**src/rtl/lrx_pkg.sv**
```systemverilog
package lrx_pkg;
    typedef struct packed {
        logic p;
        logic n;
    } sym_t;

    localparam int B8_WIN = 8;
    localparam int HD_WIN = 4;
endpackage

```
**src/rtl/lrx_subst_det.sv**
```systemverilog
module lrx_subst_det
    import lrx_pkg::*;
#(
    parameter int WIN  = B8_WIN,
    parameter int HWIN = HD_WIN
) (
    input  sym_t [WIN-1:0] win,
    input  logic           last_pol,
    input  logic           e1,
    input  logic           en,
    output logic [WIN-1:0] clr
);
    localparam logic [WIN-1:0] HMASK = WIN'((1 << HWIN) - 1);

    function automatic logic mk(input sym_t s);
        return s.p | s.n;
    endfunction

    logic b8_hit, hz_hit, hb_hit;

    always_comb begin
        b8_hit = !e1 && en &&
                 !mk(win[7]) && !mk(win[6]) && !mk(win[5]) &&
                 mk(win[4]) && mk(win[3]) && !mk(win[2]) && mk(win[1]) && mk(win[0]) &&
                 (win[4].p != win[3].p) && (win[3].p == win[1].p) && (win[4].p == win[0].p);
        hz_hit = e1 && en &&
                 !mk(win[3]) && !mk(win[2]) && !mk(win[1]) && mk(win[0]) &&
                 (win[0].p == last_pol);
        hb_hit = e1 && en &&
                 mk(win[3]) && !mk(win[2]) && !mk(win[1]) && mk(win[0]) &&
                 (win[3].p == win[0].p);
        if (b8_hit)
            clr = '1;
        else if (hz_hit || hb_hit)
            clr = HMASK;
        else
            clr = '0;
    end
endmodule

```
**src/rtl/lrx_los.sv**
```systemverilog
module lrx_los #(
    parameter int ZW     = 8,
    parameter int T1_LOS = 100,
    parameter int E1_LOS = 255
) (
    input  logic clk,
    input  logic rst_n,
    input  logic mark,
    input  logic e1,
    output logic los
);
    typedef struct packed {
        logic [ZW-1:0] cnt;
        logic          alarm;
    } ls_t;

    ls_t           los_d, los_q;
    logic [ZW-1:0] thr;

    always_comb begin
        thr   = e1 ? ZW'(E1_LOS) : ZW'(T1_LOS);
        los_d = los_q;
        if (mark) begin
            los_d = '0;
        end else begin
            if (los_q.cnt != '1)
                los_d.cnt = los_q.cnt + 1'b1;
            if (los_d.cnt >= thr)
                los_d.alarm = 1'b1;
        end
    end

    always_ff @(posedge clk) begin
        if (!rst_n)
            los_q <= '0;
        else
            los_q <= los_d;
    end

    assign los = los_q.alarm;
endmodule

```
**src/rtl/line_rx_decoder.sv**
```systemverilog
module line_rx_decoder
    import lrx_pkg::*;
#(
    parameter int ZW     = 8,
    parameter int T1_LOS = 100,
    parameter int E1_LOS = 255
) (
    input  logic clk,
    input  logic rst_n,
    input  logic rx_pos,
    input  logic rx_neg,
    input  logic std_e1,
    input  logic code_en,
    input  logic dual_rail,
    output logic rx_data,
    output logic rx_neg_data,
    output logic rx_cv,
    output logic los
);
    typedef struct packed {
        sym_t [B8_WIN-1:0] sr;
        sym_t              out;
        logic              lpol;
    } st_t;

    st_t                st_d, st_q;
    sym_t               in_s;
    sym_t [B8_WIN-1:0]  win;
    logic [B8_WIN-1:0]  clr;

    assign in_s = {rx_pos, rx_neg};

    always_comb begin
        win[0] = in_s;
        for (int k = 1; k < B8_WIN; k++)
            win[k] = st_q.sr[k-1];
    end

    lrx_subst_det #(.WIN(B8_WIN), .HWIN(HD_WIN)) u_det (
        .win      (win),
        .last_pol (st_q.lpol),
        .e1       (std_e1),
        .en       (code_en),
        .clr      (clr)
    );

    always_comb begin
        st_d = st_q;
        for (int k = 0; k < B8_WIN; k++)
            st_d.sr[k] = clr[k] ? '0 : win[k];
        st_d.out = std_e1 ? st_q.sr[HD_WIN-1] : st_q.sr[B8_WIN-1];
        if (rx_pos || rx_neg)
            st_d.lpol = rx_pos;
    end

    always_ff @(posedge clk) begin
        if (!rst_n)
            st_q <= '0;
        else
            st_q <= st_d;
    end

    lrx_los #(.ZW(ZW), .T1_LOS(T1_LOS), .E1_LOS(E1_LOS)) u_los (
        .clk   (clk),
        .rst_n (rst_n),
        .mark  (rx_pos | rx_neg),
        .e1    (std_e1),
        .los   (los)
    );

    assign rx_data     = dual_rail ? st_q.out.p : (st_q.out.p | st_q.out.n);
    assign rx_neg_data = dual_rail & st_q.out.n;
    assign rx_cv       = st_q.out.p & st_q.out.n;
endmodule

```
**config.mk**
```make
export PLATFORM = sky130hd
export DESIGN_NAME = line_rx_decoder
export DESIGN_NICKNAME = d
export VERILOG_FILES = /design/src/rtl/lrx_pkg.sv /design/src/rtl/lrx_subst_det.sv /design/src/rtl/lrx_los.sv /design/src/rtl/line_rx_decoder.sv
export SDC_FILE = /design/constraint.sdc
export NUM_CORES = 1
export LEC_CHECK = 0
export BUFFER_PORTS_ARGS = -buffer_cell sky130_fd_sc_hd__buf_2
export CAP_MARGIN = 10
export CORE_MARGIN = 5
export CORE_UTILIZATION = 61
export DETAILED_ROUTE_END_ITERATION = 8
export PLACE_DENSITY = 0.81
export SLEW_MARGIN = 20
export SYNTH_ARGS = -nofsm -noshare
export SYNTH_HDL_FRONTEND = slang
export SYNTH_SLANG_ARGS = --single-unit
```
**constraint.sdc**
```tcl
create_clock -name clk -period 4.8 [get_ports clk]
set_input_delay 0.96 -clock clk [delete_from_list [all_inputs] [get_ports clk]]
set_output_delay 0.96 -clock clk [all_outputs]
set_load 0.03 [all_outputs]
```
==> results_dict.tcl, run 1 <==
set metrics [dict create \
    vias 876 \
    utilization 0.691 \
    max_cap_viol_count 0 \
    cts_setup_buffers 0 \
    synth_seq_area_share 0.456 \
    yosysMostFrequentCell "dfxtp_1" \
    row_count 16 \
    syn_inst 121 \
    syn_area_um2 1230 \
    boundaryPins 11 \
    power.total_mw 0.413 \
    synth-edff-count 0 \
    firstDrtPassIters 2 \
    crit_path_frequent_cell "ha_1" \
    fin_skew_ns 0.00150 \
    grt_pass1_vias 849 \
    startpoint_type "register" \
    worst_pin_slew_ns 0.372 \
    synth_commonest_cells "dfxtp_1, and2_1, a21oi_1, ha_1, nor2b_1" \
    antenna_cells 0 \
    cp-end-kind "register" \
    critical-path-slowest-cell "dfxtp_1" \
    avgSynthCellArea_um2 10.2 \
    die_w_um 54.9 \
    switching_power_mw 0.0820 \
    wl_per_cell_um 12.8 \
    synthTopCellsByArea "dfxtp_1, and2_1, ha_1" \
    pwr-share-seq 0.580 \
    design.core.area_um2 1940 \
    ys.flop_type "dfxtp_1" \
    p_clk_frac 0.365 \
    ys_types 35 \
    drc_errors 0 \
    cts_buffers 3 \
    rsz0062_at_grt "false" \
    die_h_um 54.9 \
    slowest_delay_ns 0.40 \
    ant_nets 0 \
    io_buffers 10 \
    swShare 0.198 \
    clock.fmax_mhz 419 \
    internal_power_mw 0.331 \
    combPwrFrac 0.055 \
    setup_viol 0 \
    viasPerCell 5.48 \
    cp.required_ns 5.08 \
    holdBufCountCts 0 \
    critical_path.max_fanout 5 \
    final-max-slew-violation-count 0 \
    cp_num_buf_inv 0 \
    clk_latency_ns 0.32 \
    period_share 0.497 \
    crit_chain "ha_1 -> nand2_1 -> nor3_1 -> mux2_1 -> ha_1 -> a21oi_1 -> o31ai_1 -> a41o_1" \
    final-hold-violation-count 0 \
    fin_nets 147 \
    synth_seq_cells 28 \
    arrival_ns 2.66 \
    area_growth_pct 9.27 \
    period_needed_ns 2.38 \
    clock_path_buffers 2 \
    hp-class "reg -> reg" \
    clk_pin_slew_ns 0.14 \
    yosysWarnings 0 \
    first_iter_violations 7 \
    cts-root-buf "clkbuf_4" \
    p_per_area_nw_per_um2 308 \
    syn-num-nets 134 \
    synth_top_cell_by_area "dfxtp_1" \
    p_leak_nw 0.612 \
    grt_pass1_wl_um 3530 \
    cts_resized 0 \
    path_class "reg -> reg" \
    grt_use_total 0.166 \
    yosysTopAreaCellShare 0.456 \
    ff2ff_setup_slack_ns 2.42 \
    critical_path.top_delay_family "compound AO/OA/AOI/OAI gates" \
    place.gp.congestion 0.816 \
    fin_hold_ws_ns 0.471 \
    maxSlewHeadroom 0.750 \
    dp_hpwl_um 1580 \
    drive_gt1_frac 0.143 \
    start_util 0.633 \
    synth_async_sr_flop_share 0 \
    cts_max_level 1 \
    wl_um 2050 \
    cts_tree "done" \
    gr-total-overflow 0 \
    peakVddDrop_mv 0.236 \
    grt_max_degree 17 \
    status "finished, final reports clean" \
    dieArea_um2 3010 \
    tns_ns 0 \
    antenna_found_initial 0 \
    cts_sinks 28 \
]
==> layout make-up <==
class	instances	area (um2)
flip-flops and latches	28	561
clock inverters	1	30.0
well taps	27	33.8
fillers	162	599
clock buffers	3	22.5
repair buffers	10	50.0
inverters	5	18.8
multi-input cells	86	627
==> metal layers <==
metal	GRT usage	wire (um)
met1	0.184	932
met2	0.299	1060
met3	0.0354	45
met4	0.0705	12
met5	0	0
==> worst reg2reg max path, delay by kind of cell (launching register included) <==
kind / cells / cell delay, ns
compound gates: 3 / 0.58
fa+ha+maj: 2 / 0.53
simple gates: 2 / 0.44
flops: 1 / 0.40
mux: 1 / 0.39
==> cell usage in the layout, fill, tap and decap left out, types with 2 or more instances in the layout <==
master and instances:
a21oi_1 6, and2_1 16, and3_1 2, buf_2 10, clkbuf_4 3, dfxtp_1 28
ha_1 6, inv_1 5, mux2_2 2, mux2i_1 2, nand2_1 4, nand2b_1 3
nand3_1 2, nor2_1 5, nor2b_1 6, nor3_1 4, nor4_1 2, o211a_1 4
o211ai_1 2, xnor2_1 2, xor2_1 3
==> power groups by stage <==
stage	registers, mW	logic (mW)	clock network [mW]
floorplan	0.243	0.0170	0
global placement	0.244	0.0217	0
detailed placement	0.245	0.0229	0
CTS	0.240	0.0231	0.154
global route	0.241	0.0254	0.168
finish	0.240	0.0227	0.151
==> path summary, 6_finish.rpt <==
check / startpoint / end / depth (start not counted)
max reg2reg: u_los.los_q[1]$_SDFF_PP0_ / u_los.los$_SDFFE_PP0P_ / 8
max: u_los.los_q[1]$_SDFF_PP0_ / u_los.los$_SDFFE_PP0P_ / 8
min: st_q[14]$_SDFF_PP0_ / st_q[16]$_SDFF_PP0_ / 1
min reg2reg: st_q[14]$_SDFF_PP0_ / st_q[16]$_SDFF_PP0_ / 1
==> flip-flops by register name (all words and copies together) (netlist names) <==
signal       cells
u_los.los_q      8
u_los.los        1
st_q            19
==> kinds of logic (layout without fill, tap and decap cells) <==
logic type / Yosys count / count (layout) / synth area share
adder cells (fa/ha/maj): 6 / 6 / 0.0611
multiplexers: 5 / 5 / 0.0438
AND/OR/NAND/NOR: 50 / 50 / 0.248
AO/OA/AOI/OAI: 20 / 20 / 0.121
flip-flops: 28 / 28 / 0.456
XOR/XNOR: 5 / 5 / 0.0356
buffers and inverters: 7 / 19 / 0.0336
==> per-stage QoR <==
step,instances,setup slack (ns),instance area [um2]
after global placement,156,2.31,1290
after global routing,160,2.29,1340
after floorplan,121,2.44,1230
after detailed placement,156,2.27,1290
after CTS,160,2.40,1340
final,160,2.42,1340
No activity file was read; power rests on OpenSTA's default activity.
==> run 2: changes to the inputs <==
--- a/config.mk
+++ b/config.mk
@@ -5,12 +5,13 @@
 export SDC_FILE = /design/constraint.sdc
 export NUM_CORES = 1
 export LEC_CHECK = 0
+export ABC_AREA = 1
 export BUFFER_PORTS_ARGS = -buffer_cell sky130_fd_sc_hd__buf_2
 export CAP_MARGIN = 10
 export CORE_MARGIN = 5
-export CORE_UTILIZATION = 61
+export CORE_UTILIZATION = 57
 export DETAILED_ROUTE_END_ITERATION = 8
-export PLACE_DENSITY = 0.81
+export PLACE_DENSITY = 0.77
 export SLEW_MARGIN = 20
 export SYNTH_ARGS = -nofsm -noshare
 export SYNTH_HDL_FRONTEND = slang
==> constraint.sdc (replaced) <==
create_clock -name clk -period 2.2 [get_ports clk]
set_input_delay 0.44 -clock clk [delete_from_list [all_inputs] [get_ports clk]]
set_output_delay 0.44 -clock clk [all_outputs]
set_load 0.03 [all_outputs]
==> run 2 against run 1 <==
Largest power group unchanged. Final area grew 5.7%. Die area grew 9.1%. Non-clock buffer count grew 2. Critical path type unchanged. Flip-flop and latch count is the same. Via count grew 15%.
==> results_dict.tcl, run 2 <==
set metrics [dict create \
    tns_ns 0 \
    drc_errors 0 \
    cts_sinks 28 \
    area_growth_pct 11.2 \
    ys_types 24 \
    grt_pass1_wl_um 4000 \
    synth_seq_cells 28 \
    top_register "st_q" \
    syn_inst 169 \
    final-max-slew-violation-count 0 \
    dieArea_um2 3290 \
    final_cell_mix "nor2_1, inv_1, nand2_1" \
    viasPerCell 4.75 \
    first_iter_violations 30 \
    yosysWarnings 0 \
    synth-edff-count 0 \
    startpoint_type "register" \
    multi_input_area_um2 604 \
    die_h_um 57.3 \
    avgSynthCellArea_um2 7.55 \
    grt_use_total 0.152 \
    cts_max_level 1 \
    clk_latency_ns 0.32 \
    p_per_area_nw_per_um2 584 \
    ff2ff_setup_slack_ns 0.24 \
    clock_path_buffers 2 \
    place.gp.congestion 0.833 \
    dp_hpwl_um 1750 \
    clock.fmax_mhz 510 \
    hold_path_depth 2 \
    peakVddDrop_mv 0.408 \
    final_area_um2 1420 \
    synth_async_sr_flop_share 0 \
    final-hold-violation-count 0 \
    r2r_end "u_los.los$_SDFFE_PP0P_" \
    clk_pin_slew_ns 0.14 \
    crit_start "u_los.los_q[1]$_SDFF_PP0_" \
    yosysMostFrequentCell "nor2_1" \
    cp-end-kind "register" \
    max_cap_viol_count 0 \
    rr_startpoint "u_los.los_q[1]$_SDFF_PP0_" \
    utilization 0.654 \
    grt_pass1_vias 1059 \
    wl_per_cell_um 10.5 \
    worst_pin_slew_ns 0.340 \
    largest_reg_flops 19 \
    n_fill_cell 216 \
    io_buffers 10 \
    gr-total-overflow 0 \
    wl_um 2220 \
    yosysTopAreaCellShare 0.439 \
    setup_viol 0 \
    placed_area_um2 1360 \
    ant_nets 0 \
    fin_skew_ns 0.00994 \
    period_share 0.891 \
    vias 1007 \
    row_count 17 \
    min_from "rx_neg" \
    synth_top_cell_by_area "dfxtp_1" \
    drive_gt1_frac 0.158 \
    arrival_ns 2.20 \
    period_needed_ns 1.96 \
    antenna_found_initial 0 \
    design.core.area_um2 2170 \
    cts-root-buf "clkbuf_4" \
    reg2reg_depth 12 \
    synth_commonest_cells "nor2_1, inv_1, dfxtp_1" \
    syn_area_um2 1280 \
    path_class "reg -> reg" \
    synthTopCellsByArea "dfxtp_1, nor2_1, inv_1" \
    start_util 0.588 \
    regArea_um2 566 \
    min_to "st_q[0]$_SDFFE_PN0P_" \
    p_leak_nw 0.650 \
    critical_path.max_fanout 4 \
    rsz0062_at_grt "false" \
    layout_commonest_cell "nor2_1" \
    syn-num-nets 182 \
    cp.required_ns 2.44 \
    fin_nets 198 \
    cts_buffers 3 \
    die_w_um 57.3 \
    cts_tree "done" \
    status "finished, final reports clean" \
    maxSlewHeadroom 0.771 \
    hp-class "in -> reg" \
    ys.flop_type "dfxtp_1" \
    grt_max_degree 16 \
    synth_seq_area_share 0.439 \
    firstDrtPassIters 4 \
    boundaryPins 11 \
    antenna_cells 0 \
]
## run 2: repair_timing
item                                    4_1_cts  5_1_grt
hold buffers                                  0        0
setup buffers                                 0        1
endpoints found under the hold margin         0        0
endpoints found under the setup margin        0        1
gates resized for setup                       0        6
## run 2: cell families (layout without fill, tap and decap cells)
| kind of cell | Yosys count | count (layout) | share of synthesized area |
|---|---|---|---|
| flops | 28 | 28 | 0.439 |
| xor+xnor | 4 | 4 | 0.0275 |
| fa+ha+maj | 6 | 6 | 0.0588 |
| buf+inv | 31 | 46 | 0.0971 |
| compound gates | 15 | 15 | 0.0735 |
| simple gates | 85 | 85 | 0.304 |
## run 2: layer usage
metal  global-route usage  part of all wire
met5                    0                 0
met1                0.155              0.45
met4               0.0795            0.0081
met3               0.0226             0.010
met2                0.294              0.53
## run 2: cell type report
class | instances | share of cell area
clock buffers | 4 | 0.0256
inverters | 30 | 0.0794
multi-input cells | 110 | 0.426
flip-flops and latches | 28 | 0.399
well taps | 28 | 0.0247
repair buffers | 12 | 0.0459
## run 2: per-stage QoR
stage	hold slack (ns)	total power [mW]	cells	setup WS (ns)
floorplan	0.408	0.575	169	0.216
global placement	0.411	0.594	207	0.213
detailed placement	0.417	0.597	207	0.0775
CTS	0.289	0.839	211	0.0372
global route	0.274	0.880	212	0.0588
finish	0.303	0.828	212	0.239
## run 2: power by group
part | switching, mW | internal [mW]
Sequential | 0.00717 | 0.517
Combinational | 0.0392 | 0.0241
Clock | 0.140 | 0.101
## run 2: worst max-delay path, cell delays in order (launching register included)
cell	delay (ns)
dfxtp_4	0.41
ha_4	0.15
nand2_2	0.07
nor2_2	0.14
nand3_2	0.12
xnor2_1	0.23
ha_1	0.27
o21ai_0	0.16
a21boi_1	0.09
nand2_1	0.07
nand2_1	0.05
nand3b_1	0.07
nand2_1	0.05
## run 2: worst max-delay path by stage
stage,to,slack (ns)
2_1_floorplan,u_los.los$_SDFFE_PP0P_,0.22
3_3_place_gp,u_los.los$_SDFFE_PP0P_,0.21
3_5_place_dp,u_los.los$_SDFFE_PP0P_,0.08
4_1_cts,u_los.los$_SDFFE_PP0P_,0.04
5_1_grt,u_los.los$_SDFFE_PP0P_,0.06
6_report,u_los.los$_SDFFE_PP0P_,0.24
==> run 3: changes to the inputs <==
--- a/config.mk
+++ b/config.mk
@@ -9,9 +9,9 @@
 export BUFFER_PORTS_ARGS = -buffer_cell sky130_fd_sc_hd__buf_2
 export CAP_MARGIN = 10
 export CORE_MARGIN = 5
-export CORE_UTILIZATION = 57
+export CORE_UTILIZATION = 51
 export DETAILED_ROUTE_END_ITERATION = 8
-export PLACE_DENSITY = 0.77
+export PLACE_DENSITY = 0.73
 export SLEW_MARGIN = 20
 export SYNTH_ARGS = -nofsm -noshare
 export SYNTH_HDL_FRONTEND = slang
==> constraint.sdc (replaced) <==
create_clock -name clk -period 1.7 [get_ports clk]
set_input_delay 0.34 -clock clk [delete_from_list [all_inputs] [get_ports clk]]
set_output_delay 0.34 -clock clk [all_outputs]
set_load 0.03 [all_outputs]
==> run 3 against run 2 <==
The flow now finishes with violations (setup timing). Clock skew grew 0.0033 ns. Highest routed layer unchanged. Total power grew 44%. Worst setup slack worse by 0.39 ns. Flip-flop and latch count stayed put. Largest cell class unchanged. Clock power grew 76%. Register-to-register slack worse by 0.39 ns. Final area increased by 9.0%. Die area is 9.7% higher.
==> results_dict.tcl, run 3 (synthesis gave the netlist of run 2 again) <==
set metrics [dict create \
    status "complete, but fails checks" \
    failed_checks "setup timing" \
    clock.fmax_mhz 540 \
    ff2ff_setup_slack_ns -0.15 \
    viasPerCell 4.87 \
    period_share 1.09 \
    firstDrtPassIters 4 \
    p_leak_nw 0.726 \
    crit_end "u_los.los$_SDFFE_PP0P_" \
    hp-class "in -> reg" \
    cts_tree "done" \
    die_w_um 60.0 \
    fin_nets 207 \
    crit_chain "ha_4 -> nand2_4 -> nor2_4 -> nand3_4 -> nand2_1 -> o21a_1 -> inv_2 -> ha_4 -> o21ai_2 -> a21boi_1 -> nand2_1 -> nand2_1 -> nand3b_1 -> nand2_1" \
    setup_viol 1 \
    clock_path_buffers 2 \
    antenna_cells 0 \
    worst_pin_slew_ns 0.397 \
    cts-root-buf "clkbuf_4" \
    design.core.area_um2 2430 \
    peakVddDrop_mv 0.625 \
    clk_latency_ns 0.32 \
    final_cell_mix "nor2_1, inv_1, nand2_1" \
    startpoint_type "register" \
    arrival_ns 2.12 \
    final-hold-violation-count 0 \
    cts_sinks 28 \
    top_register "st_q" \
    rsz0062_at_grt "true" \
    maxSlewHeadroom 0.733 \
    r2r_end "u_los.los$_SDFFE_PP0P_" \
    wl_per_cell_um 11.2 \
    place.gp.congestion 0.848 \
    final-max-slew-violation-count 0 \
    path_class "reg -> reg" \
    max_cap_viol_count 0 \
    cts_buffers 3 \
    p_per_area_nw_per_um2 771 \
    row_count 18 \
    clk_pin_slew_ns 0.15 \
    critical-path-slowest-cell "dfxtp_4" \
    wl_um 2490 \
    io_buffers 10 \
    power.total_mw 1.19 \
    antenna_found_initial 0 \
    die_h_um 60.0 \
    dp_hpwl_um 1930 \
    period_needed_ns 1.85 \
    fin_skew_ns 0.0133 \
    start_util 0.525 \
    area_growth_pct 21.2 \
    drive_gt1_frac 0.218 \
    layout_commonest_cell "nor2_1" \
    setup_slack_ns -0.153 \
    vias 1086 \
    first_iter_violations 24 \
    holdBufCountCts 0 \
    rr_startpoint "u_los.los_q[1]$_SDFF_PP0_" \
    finalNonFillerCells 223 \
    ant_nets 0 \
    cts_max_level 1 \
    final_area_um2 1550 \
    cp-end-kind "register" \
    cp.required_ns 1.97 \
    drc_errors 0 \
    gr-total-overflow 0 \
    utilization 0.636 \
    grt_max_degree 17 \
    grt_use_total 0.155 \
    crit_start "u_los.los_q[1]$_SDFF_PP0_" \
    grt_pass1_wl_um 4330 \
    placed_area_um2 1450 \
    reg2reg_depth 14 \
    slowest_delay_ns 0.39 \
    boundaryPins 11 \
    crit_path_frequent_cell "nand2_1" \
    grt_pass1_vias 1107 \
    dp.cells 217 \
    dieArea_um2 3600 \
    largest_reg_flops 19 \
    critical_path.max_fanout 4 \
]
==> run 3: critical path, delay by kind of cell (launching register included) <==
family / cells / cell delay, ns
simple gates: 8 / 0.65
fa+ha+maj: 2 / 0.39
buf+inv: 1 / 0.05
compound gates: 3 / 0.32
flops: 1 / 0.39
==> run 3: what timing repair did <==
action                                  in CTS  in global routing
gates cloned                                 0                  0
setup buffers                                2                  0
endpoints found under the hold margin        0                  0
pin swaps                                    7                  2
endpoints found under the setup margin       1                  1
resized for setup                            3                  3
==> run 3: report_power, final <==
part / switching (mW) / internal [mW] / leakage (nW)
Clock: 0.184 / 0.238 / 0.0279
Combinational: 0.0558 / 0.0365 / 0.470
Sequential: 0.00831 / 0.669 / 0.229
Total: 0.248 / 0.944 / 0.726
==> run 3: worst min-delay path by stage <==
stage	cells after the start	end	slack (ns)	startpoint
finish	2	st_q[0]$_SDFFE_PN0P_	0.22	rx_neg
global route	2	st_q[0]$_SDFFE_PN0P_	0.22	rx_neg
CTS	2	st_q[0]$_SDFFE_PN0P_	0.21	rx_neg
detailed placement	2	st_q[15]$_SDFF_PP0_	0.42	st_q[13]$_SDFF_PP0_
global placement	2	st_q[15]$_SDFF_PP0_	0.42	st_q[13]$_SDFF_PP0_
floorplan	2	st_q[16]$_SDFF_PP0_	0.41	st_q[14]$_SDFF_PP0_
==> run 3: layer usage <==
layer	routed length, um	GRT usage
met1	999	0.159
met2	1390	0.307
met3	60	0.0238
met4	33	0.0601
met5	0	0
==> run 3: through the flow <==
stage          TNS [ns]  hold WS (ns)  setup WS [ns]
2_1_floorplan    -0.116         0.408         -0.116
3_3_place_gp    -0.0419         0.417        -0.0419
3_5_place_dp     -0.164         0.424         -0.164
4_1_cts          -0.156         0.205         -0.156
5_1_grt          -0.299         0.221         -0.299
6_report         -0.153         0.216         -0.153
==> run 3: area by class of cell <==
cell class	count	area [um2]
Fill cell	213	886
Multi-Input combinational cell	110	646
Inverter	30	113
Sequential cell	28	566
Clock inverter	1	30.0
Clock buffer	3	22.5
Tap cell	30	37.5
Timing Repair Buffer	21	133
